`src/rtl/boot_cmd_engine.sv`:
```
module boot_cmd_engine #(
  parameter int PAGE = 64,
  parameter logic [15:0] BOOT_START = 16'h1C00,
  parameter int TIMEOUT_TICKS = 40,
  parameter logic [23:0] SIGNATURE = 24'h1E930B,
  parameter logic [15:0] EEP_SIZE = 16'h0200,
  parameter logic [127:0] VERSION = "CMDENGINE v1.00 ",
  localparam int AW = $clog2(PAGE),
  localparam int TW = $clog2(TIMEOUT_TICKS + 1)
) (
  input  logic          clk,
  input  logic          rst_n,
  input  logic          tick,
  input  logic          wr_valid,
  input  logic [7:0]    wr_idx,
  input  logic [7:0]    wr_data,
  output logic          wr_ack,
  input  logic          rd_req,
  input  logic [7:0]    rd_idx,
  output logic [7:0]    rd_data,
  output logic [15:0]   mem_addr,
  input  logic [7:0]    flash_rdata,
  input  logic [7:0]    eep_rdata,
  output logic          pg_req,
  output logic [15:0]   pg_addr,
  input  logic          pg_done,
  input  logic [AW-1:0] pg_pos,
  output logic [7:0]    pg_byte,
  output logic          eep_we,
  output logic [15:0]   eep_addr,
  output logic [7:0]    eep_wdata,
  output logic          ready,
  output logic          boot_app
);
  typedef enum logic [2:0] {C_NONE, C_WAIT, C_SWITCH, C_MEM, C_CHIP, C_FLASH, C_EEP} cmd_t;

  localparam logic [63:0] CHIP = {SIGNATURE, 8'(PAGE), BOOT_START, EEP_SIZE};

  cmd_t          cmd;
  logic [15:0]   addr;
  logic [TW-1:0] tcnt;
  logic          busy;
  logic [7:0]    pbuf [PAGE];
  logic [7:0]    pos;
  logic          datamode;
  logic [127:0]  vsh;
  logic [63:0]   csh;

  assign pos      = wr_idx - 8'd4;
  assign datamode = (cmd == C_FLASH) || (cmd == C_EEP);
  assign mem_addr = addr;
  assign pg_req   = busy;
  assign ready    = !busy;
  assign pg_byte  = pbuf[pg_pos];
  assign vsh      = VERSION >> {~rd_idx[3:0], 3'b000};
  assign csh      = CHIP >> {~rd_idx[2:0], 3'b000};

  always_comb begin
    case (wr_idx)
      8'd0:       wr_ack = wr_data <= 8'd2;
      8'd1:       wr_ack = (cmd == C_MEM) && (wr_data <= 8'd2);
      8'd2, 8'd3: wr_ack = 1'b1;
      default:    wr_ack = datamode && (int'(pos) < PAGE - 2);
    endcase
  end

  always_comb begin
    case (cmd)
      C_SWITCH: rd_data = vsh[7:0];
      C_CHIP:   rd_data = csh[7:0];
      C_FLASH:  rd_data = flash_rdata;
      C_EEP:    rd_data = eep_rdata;
      default:  rd_data = 8'hFF;
    endcase
  end

  always_ff @(posedge clk) begin
    if (wr_valid && cmd == C_FLASH && wr_idx >= 8'd4 && int'(pos) < PAGE)
      pbuf[pos[AW-1:0]] <= wr_data;
  end

  always_ff @(posedge clk or negedge rst_n) begin
    if (!rst_n) begin
      cmd       <= C_NONE;
      addr      <= '0;
      tcnt      <= TW'(TIMEOUT_TICKS);
      busy      <= 1'b0;
      pg_addr   <= '0;
      eep_we    <= 1'b0;
      eep_addr  <= '0;
      eep_wdata <= '0;
      boot_app  <= 1'b0;
    end else begin
      boot_app <= 1'b0;
      eep_we   <= 1'b0;
      if (tick) begin
        if (tcnt > TW'(1)) tcnt <= tcnt - TW'(1);
        else if (tcnt == TW'(1)) begin
          boot_app <= 1'b1;
          tcnt     <= '0;
        end
      end
      if (busy && pg_done) busy <= 1'b0;
      if (rd_req && datamode) addr <= addr + 16'd1;
      if (wr_valid) begin
        case (wr_idx)
          8'd0:
            if (wr_data <= 8'd2) begin
              tcnt <= '0;
              cmd  <= (wr_data == 8'd0) ? C_WAIT : (wr_data == 8'd1) ? C_SWITCH : C_MEM;
            end else begin
              boot_app <= 1'b1;
              cmd      <= C_NONE;
            end
          8'd1: begin
            if (cmd == C_SWITCH && wr_data == 8'h80) boot_app <= 1'b1;
            if (cmd == C_MEM)
              case (wr_data)
                8'd0: cmd <= C_CHIP;
                8'd1: cmd <= C_FLASH;
                8'd2: cmd <= C_EEP;
                default: ;
              endcase
          end
          8'd2, 8'd3: addr <= {addr[7:0], wr_data};
          default:
            if (cmd == C_FLASH) begin
              if (int'(pos) == PAGE - 1 && addr < BOOT_START) begin
                busy    <= 1'b1;
                pg_addr <= addr;
              end
            end else if (cmd == C_EEP) begin
              eep_we    <= 1'b1;
              eep_addr  <= addr;
              eep_wdata <= wr_data;
              addr      <= addr + 16'd1;
            end
        endcase
      end
    end
  end
endmodule

```
`config.mk`:
```
export PLATFORM = sky130hd
export DESIGN_NAME = boot_cmd_engine
export DESIGN_NICKNAME = d
export VERILOG_FILES = /design/src/rtl/boot_cmd_engine.sv
export SDC_FILE = /design/constraint.sdc
export NUM_CORES = 1
export LEC_CHECK = 0
export CAP_MARGIN = 10
export CORE_ASPECT_RATIO = 0.75
export CORE_MARGIN = 2
export CORE_UTILIZATION = 67
export CTS_BUF_LIST = sky130_fd_sc_hd__clkbuf_8
export CTS_CLUSTER_SIZE = 12
export DETAILED_ROUTE_END_ITERATION = 6
export PLACE_DENSITY_LB_ADDON = 0.3
export SYNTH_ARGS = -nofsm -noshare
export SYNTH_HDL_FRONTEND = slang
export SYNTH_SLANG_ARGS = --single-unit
```
`constraint.sdc`:
```
create_clock -name clk -period 4.32 [get_ports clk]
set_input_delay 0.432 -clock clk [delete_from_list [all_inputs] [get_ports clk]]
set_output_delay 0.432 -clock clk [all_outputs]
set_load 0.05 [all_outputs]
```
Word level (Yosys, flattened, before mapping)

Memory sizes are Yosys's and may differ from the RTL's.
Index checks and enable logic that the tools add are counted.

Bits in writable memories: 512
Word-level logic and storage cells: 97
Output and inout port bits: 77
Memories kept: 1
Input port bits: 52
Register bits: 68

Shift-type cells: 2
Add/subtract/negate cells: 3
Mux-type cells: 37
Order comparisons: 6
Equality and inequality tests: 15
Bitwise operators: 4
Reductions and logical operators: 20

Memories:

| memory | words | bits a word | rd ports | clocked after memory_dff | wr ports | line | source |
|---|---|---|---|---|---|---|---|
| pbuf   | 64    | 8           | 1        | 0                        | 1        | 43   | `logic [7:0] pbuf [PAGE];` |

Operators by type and width:

| cell                                                                              | number |
|---|---|
| 127-bit by 7-bit >> shifter with 8-bit output (first input constant)              | 1 |
| 16-bit two-way mux                                                                | 4 |
| 61-bit by 6-bit >> shifter with 8-bit output (first input constant)               | 1 |
| 6-bit two-way mux                                                                 | 6 |
| 16-bit case mux with 2 select lines                                               | 1 |
| 8-bit case mux with 4 select lines                                                | 1 |
| 8-bit by 2-bit == test with 1-bit output (second input constant)                  | 3 |
| 1-bit two-way mux                                                                 | 18 |
| 16-bit by 1-bit adder with 16-bit output (second input constant)                  | 1 |
| 8-bit by 1-bit == test with 1-bit output (second input constant)                  | 2 |
| 8-bit logical NOT                                                                 | 2 |
| 16-bit by 13-bit less-than comparator with 1-bit output (second input constant)   | 1 |
| 4-bit AND reduction                                                               | 3 |
| 3-bit == test (second input constant)                                             | 3 |
| 1-bit logical AND                                                                 | 9 |
| 3-bit case mux with 3 select lines                                                | 1 |
| 8-bit by 7-bit == test with 1-bit output (second input constant)                  | 1 |
| 8-bit == test (second input constant)                                             | 1 |
| 8-bit by 3-bit >= comparator with 1-bit output (second input constant)            | 1 |
| 8-bit by 2-bit less-or-equal comparator with 1-bit output (second input constant) | 1 |
| 8-bit by 6-bit less-than comparator with 1-bit output (second input constant)     | 1 |
| 8-bit by 7-bit less-than comparator with 1-bit output (second input constant)     | 1 |
| 8-bit by 3-bit subtractor with 8-bit output (second input constant)               | 1 |
| 3-bit by 2-bit == test with 1-bit output (second input constant)                  | 2 |
| other kinds (18)                                                                  | 21 |

Logic depth before layout (Yosys ltp)

Gate-level depths: netlist of the first run.

Word-level depth: 8
Mapped depth: 9

Worst setup path after synthesis of the first run

Ideal clock, no wire load.

Path kind: input -> output
Start: input port pg_pos[1]
End: output port pg_byte[3]
Stages on the path: 8
Buffers on the path: 5
Data required time: 3.888 ns
Arrival time: 3.194 ns
Path slack: 0.694 ns
Path through: buf_2 > buf_2 > buf_2 > buf_2 > buf_2 > mux4_2 > o21ai_0 > o31ai_1

Longest elaborated chain between the ends: 1

Ends and longest elaborated chain:

| item                   | line | source |
|---|---|---|
| start, declared        | 27   | `input logic [AW-1:0] pg_pos,` |
| memory read 64 x 8 bit | -    |  |
| end, declared          | 28   | `output logic [7:0] pg_byte,` |

Every way passes these cells.

Final worst setup path of the first run

Start: register cmd[1]
End: output port rd_data[1]

Longest elaborated chain between the ends: 2

Ends and longest elaborated chain:

| item                                                                             | line | source |
|---|---|---|
| start, declared                                                                  | 39   | `cmd_t cmd;` |
| start signal, assigned                                                           | 110  | `cmd <= (wr_data == 8'd0) ? C_WAIT : (wr_data == 8'd1) ? C_SWITCH : C_MEM;` |
| 3-bit == test / 3-bit by 2-bit == test with 1-bit output (equally long branches) | 68   | `case (cmd)` |
| 8-bit case mux with 4 select lines (*)                                           | 68   |  |
| end, declared                                                                    | 20   | `output logic [7:0] rd_data,` |

Mark *: on every way between the ends. The rest lies on a longest branch, timed or not.

==> impl_metrics.env, run 1 <==
export IMPL_fmax_mhz=268
export IMPL_status="complete, no violations"
export IMPL_die_area_sq_um=37500
export IMPL_fin_area_sq_um=28000
export IMPL_power_density_nw_per_um2=404
export IMPL_synthXorXnorAreaFrac_pct=0.873
export IMPL_p_int_mw=8.61
export IMPL_first_pass_iters=6
export IMPL_combPwrFrac_pct=8.4
export IMPL_tns_ns=0
export IMPL_synth_cell_types=64
export IMPL_grt_pass1_vias=14140
export IMPL_cp_end_kind="output port"
export IMPL_fill_cells=1827
export IMPL_cp_start_kind="register"
export IMPL_drt_initial_drc_count=2217
export IMPL_p_sw_mw=2.71
export IMPL_placed_area_sq_um=26400
export IMPL_crit_type="register to output port"
export IMPL_clk_transition_reported_paths_ns=0.06
export IMPL_seqPwrFrac_pct=54.8
export IMPL_finalCritPeriodShare_pct=86.4
export IMPL_cap_violations=0
export IMPL_cts_hold_buf=1
export IMPL_synthesis_area_sq_um=24100
export IMPL_relSlewSlack_pct=33.8
export IMPL_cts_tree="built"
export IMPL_synth_top_family_by_area="multiplexers"
export IMPL_period_minus_slack_ns=3.73
export IMPL_ant_nets=0
export IMPL_finalPower_mw=11.3
export IMPL_syn_num_nets=1439
export IMPL_arrival_ns=3.30
export IMPL_synth_area_mux_share_pct=15.1
export IMPL_rows=60
export IMPL_switching_share_pct=24.0
export IMPL_grtUsageTotal_pct=32.0
export IMPL_finalSetupViolCount=0
export IMPL_syn_inst=1375
export IMPL_die_h_microns=168
export IMPL_worstHoldPathType="input pin to register"
export IMPL_io_buffers=124
export IMPL_cts_resized=0
export IMPL_post_dp_hpwl_microns=36700
export IMPL_die_x_microns=223
export IMPL_p_leak_nw=9.69
export IMPL_cts_htree_levels=3
export IMPL_grt_max_degree=69
export IMPL_clock_sinks=580
export IMPL_vias=14489
export IMPL_numCtsBuffers=85
export IMPL_irDropWorstVdd_mv=0.290
export IMPL_synth_compound_area_share_pct=4.62
export IMPL_seq_area_frac_synth_pct=70.9
export IMPL_synthFlopType="edfxtp_1"
export IMPL_root_buffer="clkbuf_8"
export IMPL_grt_setup_unrepaired="no"
export IMPL_clockBufferDepth=3
export IMPL_grt_pass1_wl_microns=87700
export IMPL_routed_wl_microns=58200
export IMPL_synth_simple_area_share_pct=6.27
export IMPL_synthAdderAreaFrac_pct=0.624
export IMPL_io_pins=129
export IMPL_worstPathRequired_ns=3.89
export IMPL_ys_warn_count=0
export IMPL_core_area_sq_um=35700
export IMPL_area_growth_pct=16.5
export IMPL_avgViaCountPerCell=6.73
export IMPL_synth_edf_count=512
export IMPL_syn_avg_cell_area_sq_um=17.5
export IMPL_postCtsSetupBuffers=0
export IMPL_clock_skew_ns=0.0342
export IMPL_final_layout_size_suffix_gt1_share_pct=25.3
export IMPL_nets=1684
export IMPL_antenna_found_initial=1
export IMPL_drc=0
export IMPL_maxSlewViolCount=0
export IMPL_overflow=0
export IMPL_clk_insertion_delay_late_ns=0.67
export IMPL_start_util_pct=67.5
export IMPL_ys_ff_latch=580
export IMPL_clockPowerShare_pct=36.8
export IMPL_tightestPinTransition_ns=0.993
export IMPL_synthArstFlopShare_pct=11.7
export IMPL_hold_viol=0
export IMPL_crit_fanout=26
export IMPL_routabilityCongestion=0.877
export IMPL_wl_per_cell_microns=27.0
[per-layer routing]
| metal | part of all wire (%) | up-vias | track usage (%) | wire, microns |
|---|---|---|---|---|
| met3 | 12 | 108 | 8.38 | 7090 |
| met1 | 38 | 7295 | 46.7 | 22300 |
| met4 | 2.2 | 0 | 8.37 | 1280 |
| met2 | 47 | 1063 | 49.2 | 27500 |
| met5 | 0 | - | 0 | 0 |
| li1 | - | 6023 | - | - |
[layout by cell type, fill, tap and decap left out, types with 23 or more instances in the layout]
| cell type | n |
|---|---|
| buf_4 | 110 |
| o21ai_0 | 43 |
| edfxtp_1 | 512 |
| mux4_2 | 125 |
| clkdlybuf4s50_1 | 103 |
| inv_1 | 47 |
| clkbuf_8 | 94 |
| dfrtp_1 | 66 |
| mux2i_1 | 23 |
| mux2_2 | 44 |
| o22ai_1 | 33 |
| nor2_1 | 109 |
| nand3_1 | 31 |
| nand2_1 | 54 |
[worst paths after layout]
| path | cells after the start | startpoint | slack (ns) | end |
|---|---|---|---|---|
| setup / recovery | 6 | cmd[1] | 0.59 | rd_data[1] |
| hold / removal | 1 | wr_data[5] | 0.16 | pbuf[33][5] |
| setup reg to reg | 5 | cmd[1] | 0.99 | pbuf[1][5] |
| hold reg to reg | 1 | pg_addr[15] | 0.48 | pg_addr[15] |
| max in group asynchronous | 3 | rst_n | 3.24 | cmd[0] |
| min in group asynchronous | 3 | rst_n | 0.53 | eep_addr[6] |
[synth_stat cells (3+ instances only)]
cell type / n / area, sq um
a211o_1: 4 / 35.0
a211oi_1: 11 / 82.6
a21oi_1: 19 / 95.1
a221o_1: 4 / 40.0
a221oi_1: 4 / 35.0
a22oi_1: 5 / 37.5
a32oi_1: 3 / 26.3
and2_1: 5 / 31.3
and3_1: 7 / 43.8
buf_1: 11 / 41.3
buf_2: 25 / 125
clkbuf_1: 37 / 139
dfrtp_1: 66 / 1650
edfxtp_1: 512 / 15400
ha_1: 12 / 150
inv_1: 15 / 56.3
mux2_2: 44 / 495
mux2_4: 6 / 90.1
mux2i_1: 23 / 230
mux4_2: 125 / 2820
nand2_1: 54 / 203
nand2b_1: 14 / 87.6
nand3_1: 31 / 155
nand3b_1: 6 / 45.0
nand4_1: 8 / 50.1
nor2_1: 109 / 409
nor2b_1: 11 / 68.8
nor3_1: 13 / 65.1
nor4_1: 7 / 43.8
o211ai_1: 7 / 52.6
o21a_1: 5 / 37.5
o21ai_0: 43 / 215
o22a_1: 3 / 26.3
o22ai_1: 33 / 206
o2bb2ai_1: 6 / 52.6
o31ai_1: 5 / 37.5
or2_2: 6 / 37.5
or3_1: 9 / 56.3
or4_1: 10 / 75.1
xnor2_1: 11 / 96.3
xor2_1: 13 / 114
[area by class of cell]
cell class	count	area, sq um	share of cell area (%)
Antenna cell	1	2.50	0.00892
Clock buffer	94	1290	4.61
Clock inverter	61	308	1.10
Inverter	15	56.3	0.201
Multi-Input combinational cell	705	6630	23.6
Sequential cell	580	17100	60.9
Tap cell	465	582	2.07
Timing Repair Buffer	233	2090	7.47
[power groups by stage]
stage | logic [mW] | clock network (mW) | registers (mW)
floorplan | 0.470 | 0 | 6.36
global placement | 0.912 | 0 | 6.32
detailed placement | 0.936 | 0 | 6.32
CTS | 0.942 | 4.20 | 6.20
global route | 0.997 | 4.45 | 6.21
finish | 0.948 | 4.16 | 6.21
[flip-flops by register name, summed over array words and instances (netlist names)]
| name | cells |
|---|---|
| boot_app | 1 |
| cmd | 3 |
| eep_addr | 16 |
| eep_wdata | 8 |
| eep_we | 1 |
| mem_addr | 16 |
| pbuf | 512 |
| pg_addr | 16 |
| pg_req | 1 |
| tcnt | 6 |
[worst max-delay path, cell delays in order (launching register included)]
cell and delay [ns]:
dfrtp_1 0.84, nor2b_1 0.34, o211ai_1 0.13, o2bb2ai_1 0.24, o32ai_1 0.12, a21oi_1 0.17
clkdlybuf4s50_1 0.82
[cells by family after synthesis]
logic type,count (synthesis)
compound gates,168
xor+xnor,24
fa+ha+maj,12
buf+inv,90
flops,580
mux,198
simple gates,303
[through the flow]
step           util, %  hold WS, ns  std cells  worst slack [ns]
2_1_floorplan        -        0.136       1375             0.694
3_3_place_gp      74.1        0.470       1997             0.652
3_5_place_dp      74.1        0.472       1997             0.519
4_1_cts           78.6        0.120       2153             0.579
5_1_grt           78.7        0.136       2154             0.363
6_report          78.7        0.164       2154             0.587
(Power assumes the default switching activity.)
==> inputs of run 2 (changes only) <==
--- a/config.mk
+++ b/config.mk
@@ -5,9 +5,8 @@
 export SDC_FILE = /design/constraint.sdc
 export NUM_CORES = 1
 export LEC_CHECK = 0
-export CAP_MARGIN = 10
+export CAP_MARGIN = 0
 export CORE_ASPECT_RATIO = 0.75
-export CORE_MARGIN = 2
 export CORE_UTILIZATION = 67
 export CTS_BUF_LIST = sky130_fd_sc_hd__clkbuf_8
 export CTS_CLUSTER_SIZE = 12
==> run 2 against run 1 <==
Compared with the run above:
- register-to-register slack better by 0.05 ns
- wire length up 2.4%
- critical endpoint unchanged
- cell count down 0.32%
- total power up 1.7%
- non-clock buffer count down 2
- design area up 0.11%
- critical path depth unchanged
- the run now ends with design-rule violations left
- critical path type unchanged
- first-iteration DRC count up 6.4%
- flip-flop and latch count unchanged
- combinational power down 1%
==> impl_metrics.env, run 2 (synthesis results as in run 1) <==
export IMPL_status="complete, but fails checks"
export IMPL_violations="design-rule violations"
export IMPL_r2r_start="cmd[1]"
export IMPL_io_pins=129
export IMPL_cts_htree_levels=3
export IMPL_final_layout_size_suffix_gt1_share_pct=25.5
export IMPL_clockBufferDepth=3
export IMPL_vias=14469
export IMPL_overflow=0
export IMPL_clk_transition_reported_paths_ns=0.06
export IMPL_drc=2
export IMPL_path_buf_inv=1
export IMPL_hold_viol=0
export IMPL_holdPathEnd="pbuf[13][1]"
export IMPL_ant_nets=0
export IMPL_die_area_sq_um=36700
export IMPL_holdCritStartpoint="wr_data[1]"
export IMPL_p_leak_nw=9.69
export IMPL_antenna_found_initial=3
export IMPL_maxSlewViolCount=0
export IMPL_grt_setup_unrepaired="no"
export IMPL_die_x_microns=221
export IMPL_period_minus_slack_ns=3.88
export IMPL_slowest_stage="dfrtp_1"
export IMPL_final_cell_mix="512 x edfxtp_1, 125 x mux4_2, 110 x buf_4"
export IMPL_worstHoldPathType="input pin to register"
export IMPL_die_h_microns=166
export IMPL_avgViaCountPerCell=6.74
export IMPL_crit_type="register to output port"
export IMPL_crit_chain="nor2b_1, o211ai_1, o2bb2ai_1, o32ai_1, a21oi_1, clkdlybuf4s50_1"
export IMPL_clock_skew_ns=0.0302
export IMPL_clk_insertion_delay_late_ns=0.64
export IMPL_grtUsageTotal_pct=33.3
export IMPL_reg2reg_to="pbuf[19][6]"
export IMPL_wl_per_cell_microns=27.7
export IMPL_grt_pass1_wl_microns=89200
export IMPL_clock_sinks=580
export IMPL_io_buffers=124
export IMPL_worstPathRequired_ns=3.89
export IMPL_root_buffer="clkbuf_8"
export IMPL_r2r_slack_ns=1.04
export IMPL_drt_initial_drc_count=2359
export IMPL_relSlewSlack_pct=32.0
export IMPL_cp_start_kind="register"
export IMPL_core_area_sq_um=35100
export IMPL_whs_path_depth=1
export IMPL_cp_end_kind="output port"
export IMPL_tightestPinTransition_ns=1.02
export IMPL_routabilityCongestion=0.901
export IMPL_tns_ns=0
export IMPL_power_density_nw_per_um2=410
export IMPL_numCtsBuffers=85
export IMPL_rows=59
export IMPL_fmax_mhz=258
export IMPL_crit_family="flip-flops"
export IMPL_first_pass_iters=7
export IMPL_finalCritPeriodShare_pct=89.8
export IMPL_dp_cells=1987
export IMPL_grt_max_degree=70
export IMPL_start_util_pct=68.7
export IMPL_nets=1682
export IMPL_crit_fanout=26
export IMPL_routed_wl_microns=59600
export IMPL_layout_commonest_cell="edfxtp_1"
export IMPL_rr_worst_depth=6
export IMPL_cpPeakStageDelay_ns=0.85
export IMPL_post_dp_hpwl_microns=37100
export IMPL_fill_cells=1750
export IMPL_largest_reg_flops=512
export IMPL_cap_violations=0
export IMPL_irDropWorstVdd_mv=0.310
export IMPL_finalSetupViolCount=0
export IMPL_cts_tree="built"
export IMPL_final_cells=2147
export IMPL_grt_pass1_vias=14359
export IMPL_arrival_ns=3.45
export IMPL_area_growth_pct=16.6
## run 2: cell types whose count changed in the layout (fill, tap and decap cells not counted), sizes merged
| cell | delta |
|---|---|
| inv | -7 |
| clkinv | +6 |
| buf | -2 |
| bufinv | +2 |
| clkbuf | +2 |
| clkinvlp | -1 |
| diode | +1 |
## run 2: repair_timing
action	in CTS	in global routing
hold endpoints to repair	20	0
resized for setup	0	0
setup buffers	0	0
hold buffers	1	0
## run 2: worst max path at each step
stage                    from     endpoint  cells after the start
finish                 cmd[1]   rd_data[1]                      6
global route           cmd[1]   rd_data[1]                      6
CTS                    cmd[1]   rd_data[1]                      6
detailed placement  pg_pos[0]   pg_byte[0]                      9
global placement    wr_idx[4]  pbuf[46][2]                      7
floorplan           pg_pos[1]   pg_byte[3]                      8
## run 2: report_power, final
group	switching [mW]	internal [mW]
Clock	2.08	2.28
Combinational	0.591	0.347
Sequential	0.0794	6.13
## run 2: metal layers
metal / track usage, % / vias up / routed length [microns]
li1: - / 6035 / -
met1: 48.4 / 7232 / 22700
met2: 51.0 / 1071 / 28100
met3: 8.99 / 129 / 7390
met4: 9.30 / 2 / 1390
met5: 0 / - / 12
## run 2: layout make-up
cell class	instances	area (sq um)	share of cell area, %
Multi-Input combinational cell	705	6630	23.6
Inverter	15	56.3	0.201
Clock buffer	96	1320	4.71
Tap cell	457	572	2.04
Sequential cell	580	17100	60.8
Clock inverter	61	364	1.30
Antenna cell	2	5.00	0.0178
Timing Repair Buffer	231	2050	7.32
## run 2: through the flow
stage	util [%]	hold WS (ns)	total power [mW]	worst slack (ns)	instance area [sq um]
5_1_grt	80.1	0.141	11.8	0.284	28100
3_3_place_gp	75.2	0.398	7.22	0.719	26400
4_1_cts	80.1	0.127	11.5	0.388	28100
2_1_floorplan	-	0.136	6.83	0.694	24100
3_5_place_dp	75.2	0.409	7.24	0.645	26400
6_report	80.1	0.175	11.5	0.439	28100
==> inputs of run 3 (changes only) <==
--- a/config.mk
+++ b/config.mk
@@ -5,10 +5,12 @@
 export SDC_FILE = /design/constraint.sdc
 export NUM_CORES = 1
 export LEC_CHECK = 0
+export ABC_CLOCK_PERIOD_IN_PS = 4320
 export CAP_MARGIN = 0
 export CORE_ASPECT_RATIO = 0.75
 export CORE_UTILIZATION = 67
 export CTS_BUF_LIST = sky130_fd_sc_hd__clkbuf_8
+export CTS_CLUSTER_DIAMETER = 40
 export CTS_CLUSTER_SIZE = 12
 export DETAILED_ROUTE_END_ITERATION = 6
 export PLACE_DENSITY_LB_ADDON = 0.3
==> run 3 against run 2 <==
Compared with the run above:
- the flow still finishes with violations (design-rule violations)
- sequential share of layout area up 1.7 points
- clock skew fell by 0.011 ns
- cell count down 3.8%
- non-clock buffer count stayed put
- design area down 2.7%
- wire length fell by 3.9%
- total power shrank 11%
- largest cell class unchanged
==> impl_metrics.env, run 3 (synthesis results as in run 1) <==
export IMPL_die_h_microns=166
export IMPL_nets=1653
export IMPL_die_area_sq_um=36700
export IMPL_multiInputGateArea_sq_um=6630
export IMPL_io_pins=129
export IMPL_cap_violations=0
export IMPL_crit_chain="nor2b_1, o211ai_1, o2bb2ai_1, o32ai_1, a21oi_1, clkdlybuf4s50_1"
export IMPL_clock_skew_ns=0.0191
export IMPL_overflow=0
export IMPL_post_dp_hpwl_microns=37100
export IMPL_finalSetupViolCount=0
export IMPL_period_minus_slack_ns=3.90
export IMPL_clk_insertion_delay_late_ns=0.65
export IMPL_area_growth_pct=13.5
export IMPL_arrival_ns=3.47
export IMPL_worstPathRequired_ns=3.89
export IMPL_clk_transition_reported_paths_ns=0.08
export IMPL_drt_initial_drc_count=2191
export IMPL_final_cell_mix="512 x edfxtp_1, 125 x mux4_2, 110 x buf_4"
export IMPL_crit_fanout=26
export IMPL_fmax_mhz=256
export IMPL_start_util_pct=68.7
export IMPL_violations="design-rule violations"
export IMPL_crit_family="flip-flops"
export IMPL_grt_pass1_vias=14033
export IMPL_fin_util_pct=77.9
export IMPL_grt_pass1_wl_microns=86000
export IMPL_cts_resized=0
export IMPL_die_x_microns=221
export IMPL_seqCellArea_sq_um=17100
export IMPL_grtUsageTotal_pct=32.0
export IMPL_numCtsBuffers=56
export IMPL_slowest_stage="dfrtp_1"
export IMPL_rows=59
export IMPL_io_buffers=124
export IMPL_root_buffer="clkbuf_8"
export IMPL_grt_setup_unrepaired="no"
export IMPL_path_buf_inv=1
export IMPL_wl_per_cell_microns=27.7
export IMPL_cp_start_kind="register"
export IMPL_antenna_found_initial=4
export IMPL_power_density_nw_per_um2=373
export IMPL_avgViaCountPerCell=6.82
export IMPL_vias=14081
export IMPL_cts_tree="built"
export IMPL_maxSlewViolCount=0
export IMPL_layout_commonest_cell="edfxtp_1"
export IMPL_grt_max_degree=70
export IMPL_tightestPinTransition_ns=0.983
export IMPL_p_leak_nw=9.23
export IMPL_fill_cells=1853
export IMPL_cp_end_kind="output port"
export IMPL_hold_viol=0
export IMPL_status="complete, but fails checks"
export IMPL_first_pass_iters=7
export IMPL_irDropWorstVdd_mv=0.306
export IMPL_crit_type="register to output port"
export IMPL_finalCritPeriodShare_pct=90.4
export IMPL_tns_ns=0
export IMPL_worstHoldPathType="input pin to register"
export IMPL_final_layout_size_suffix_gt1_share_pct=23.8
export IMPL_routabilityCongestion=0.901
export IMPL_relSlewSlack_pct=34.5
export IMPL_holdWs_ns=0.175
export IMPL_cpPeakStageDelay_ns=0.88
export IMPL_drc=2
export IMPL_clockBufferDepth=3
export IMPL_clock_sinks=580
export IMPL_ant_nets=0
export IMPL_cts_htree_levels=2
export IMPL_core_area_sq_um=35100
export IMPL_largest_reg_flops=512
export IMPL_routed_wl_microns=57300
run 3: cell type report:
class / instances / share of cell area [%]
Multi-Input combinational cell: 705 / 24.3
Clock inverter: 15 / 0.362
Clock buffer: 60 / 3.02
Sequential cell: 580 / 62.5
Antenna cell: 2 / 0.0183
Inverter: 15 / 0.206
Tap cell: 457 / 2.09
Timing Repair Buffer: 231 / 7.52
run 3: timing repair:
| item | in CTS | in global routing |
|---|---|---|
| endpoints found under the setup margin | 0 | 0 |
| hold buffers | 1 | 0 |
| hold endpoints to repair | 20 | 0 |
| setup buffers | 0 | 0 |
run 3: stage by stage:
step / instance area (sq um) / worst slack, ns / instances / total power [mW]
2_1_floorplan: 24100 / 0.694 / 1375 / 6.83
3_3_place_gp: 26400 / 0.719 / 1987 / 7.22
3_5_place_dp: 26400 / 0.645 / 1987 / 7.24
4_1_cts: 27300 / 0.407 / 2063 / 10.2
5_1_grt: 27300 / 0.273 / 2063 / 10.5
6_report: 27300 / 0.416 / 2065 / 10.2
run 3: layer usage:
metal / wire length, microns / up-vias / part of all wire [%] / global-route usage (%)
met5: 13 / - / 0.023 / 0
met4: 1090 / 2 / 1.9 / 7.97
met3: 7050 / 95 / 12 / 8.85
met2: 26800 / 908 / 47 / 49.1
met1: 22300 / 7159 / 39 / 46.4
li1: - / 5917 / - / -
run 3: power by group:
part,internal [mW],leakage [nW],switching (mW)
logic,0.347,3.23,0.584
registers,6.12,5.50,0.0784
clock network,1.31,0.499,1.75
run 3: worst paths after layout:
check,end,from,cells past startpoint,slack [ns]
max reg2reg,pbuf[19][6],cmd[1],6,1.09
min in group asynchronous,eep_addr[8],rst_n,2,0.27
max,rd_data[1],cmd[1],6,0.42
min,mem_addr[1],wr_data[1],3,0.17
max in group asynchronous,eep_addr[15],rst_n,3,3.08
min reg2reg,eep_addr[10],eep_addr[10],2,0.48
run 3: worst reg2reg max path: cells and delay by family, from the launching register on:
kind	cells	cell delay, ns
DFF	1	0.69
and+or+nand+nor	5	2.04
buffers and inverters	1	0.24
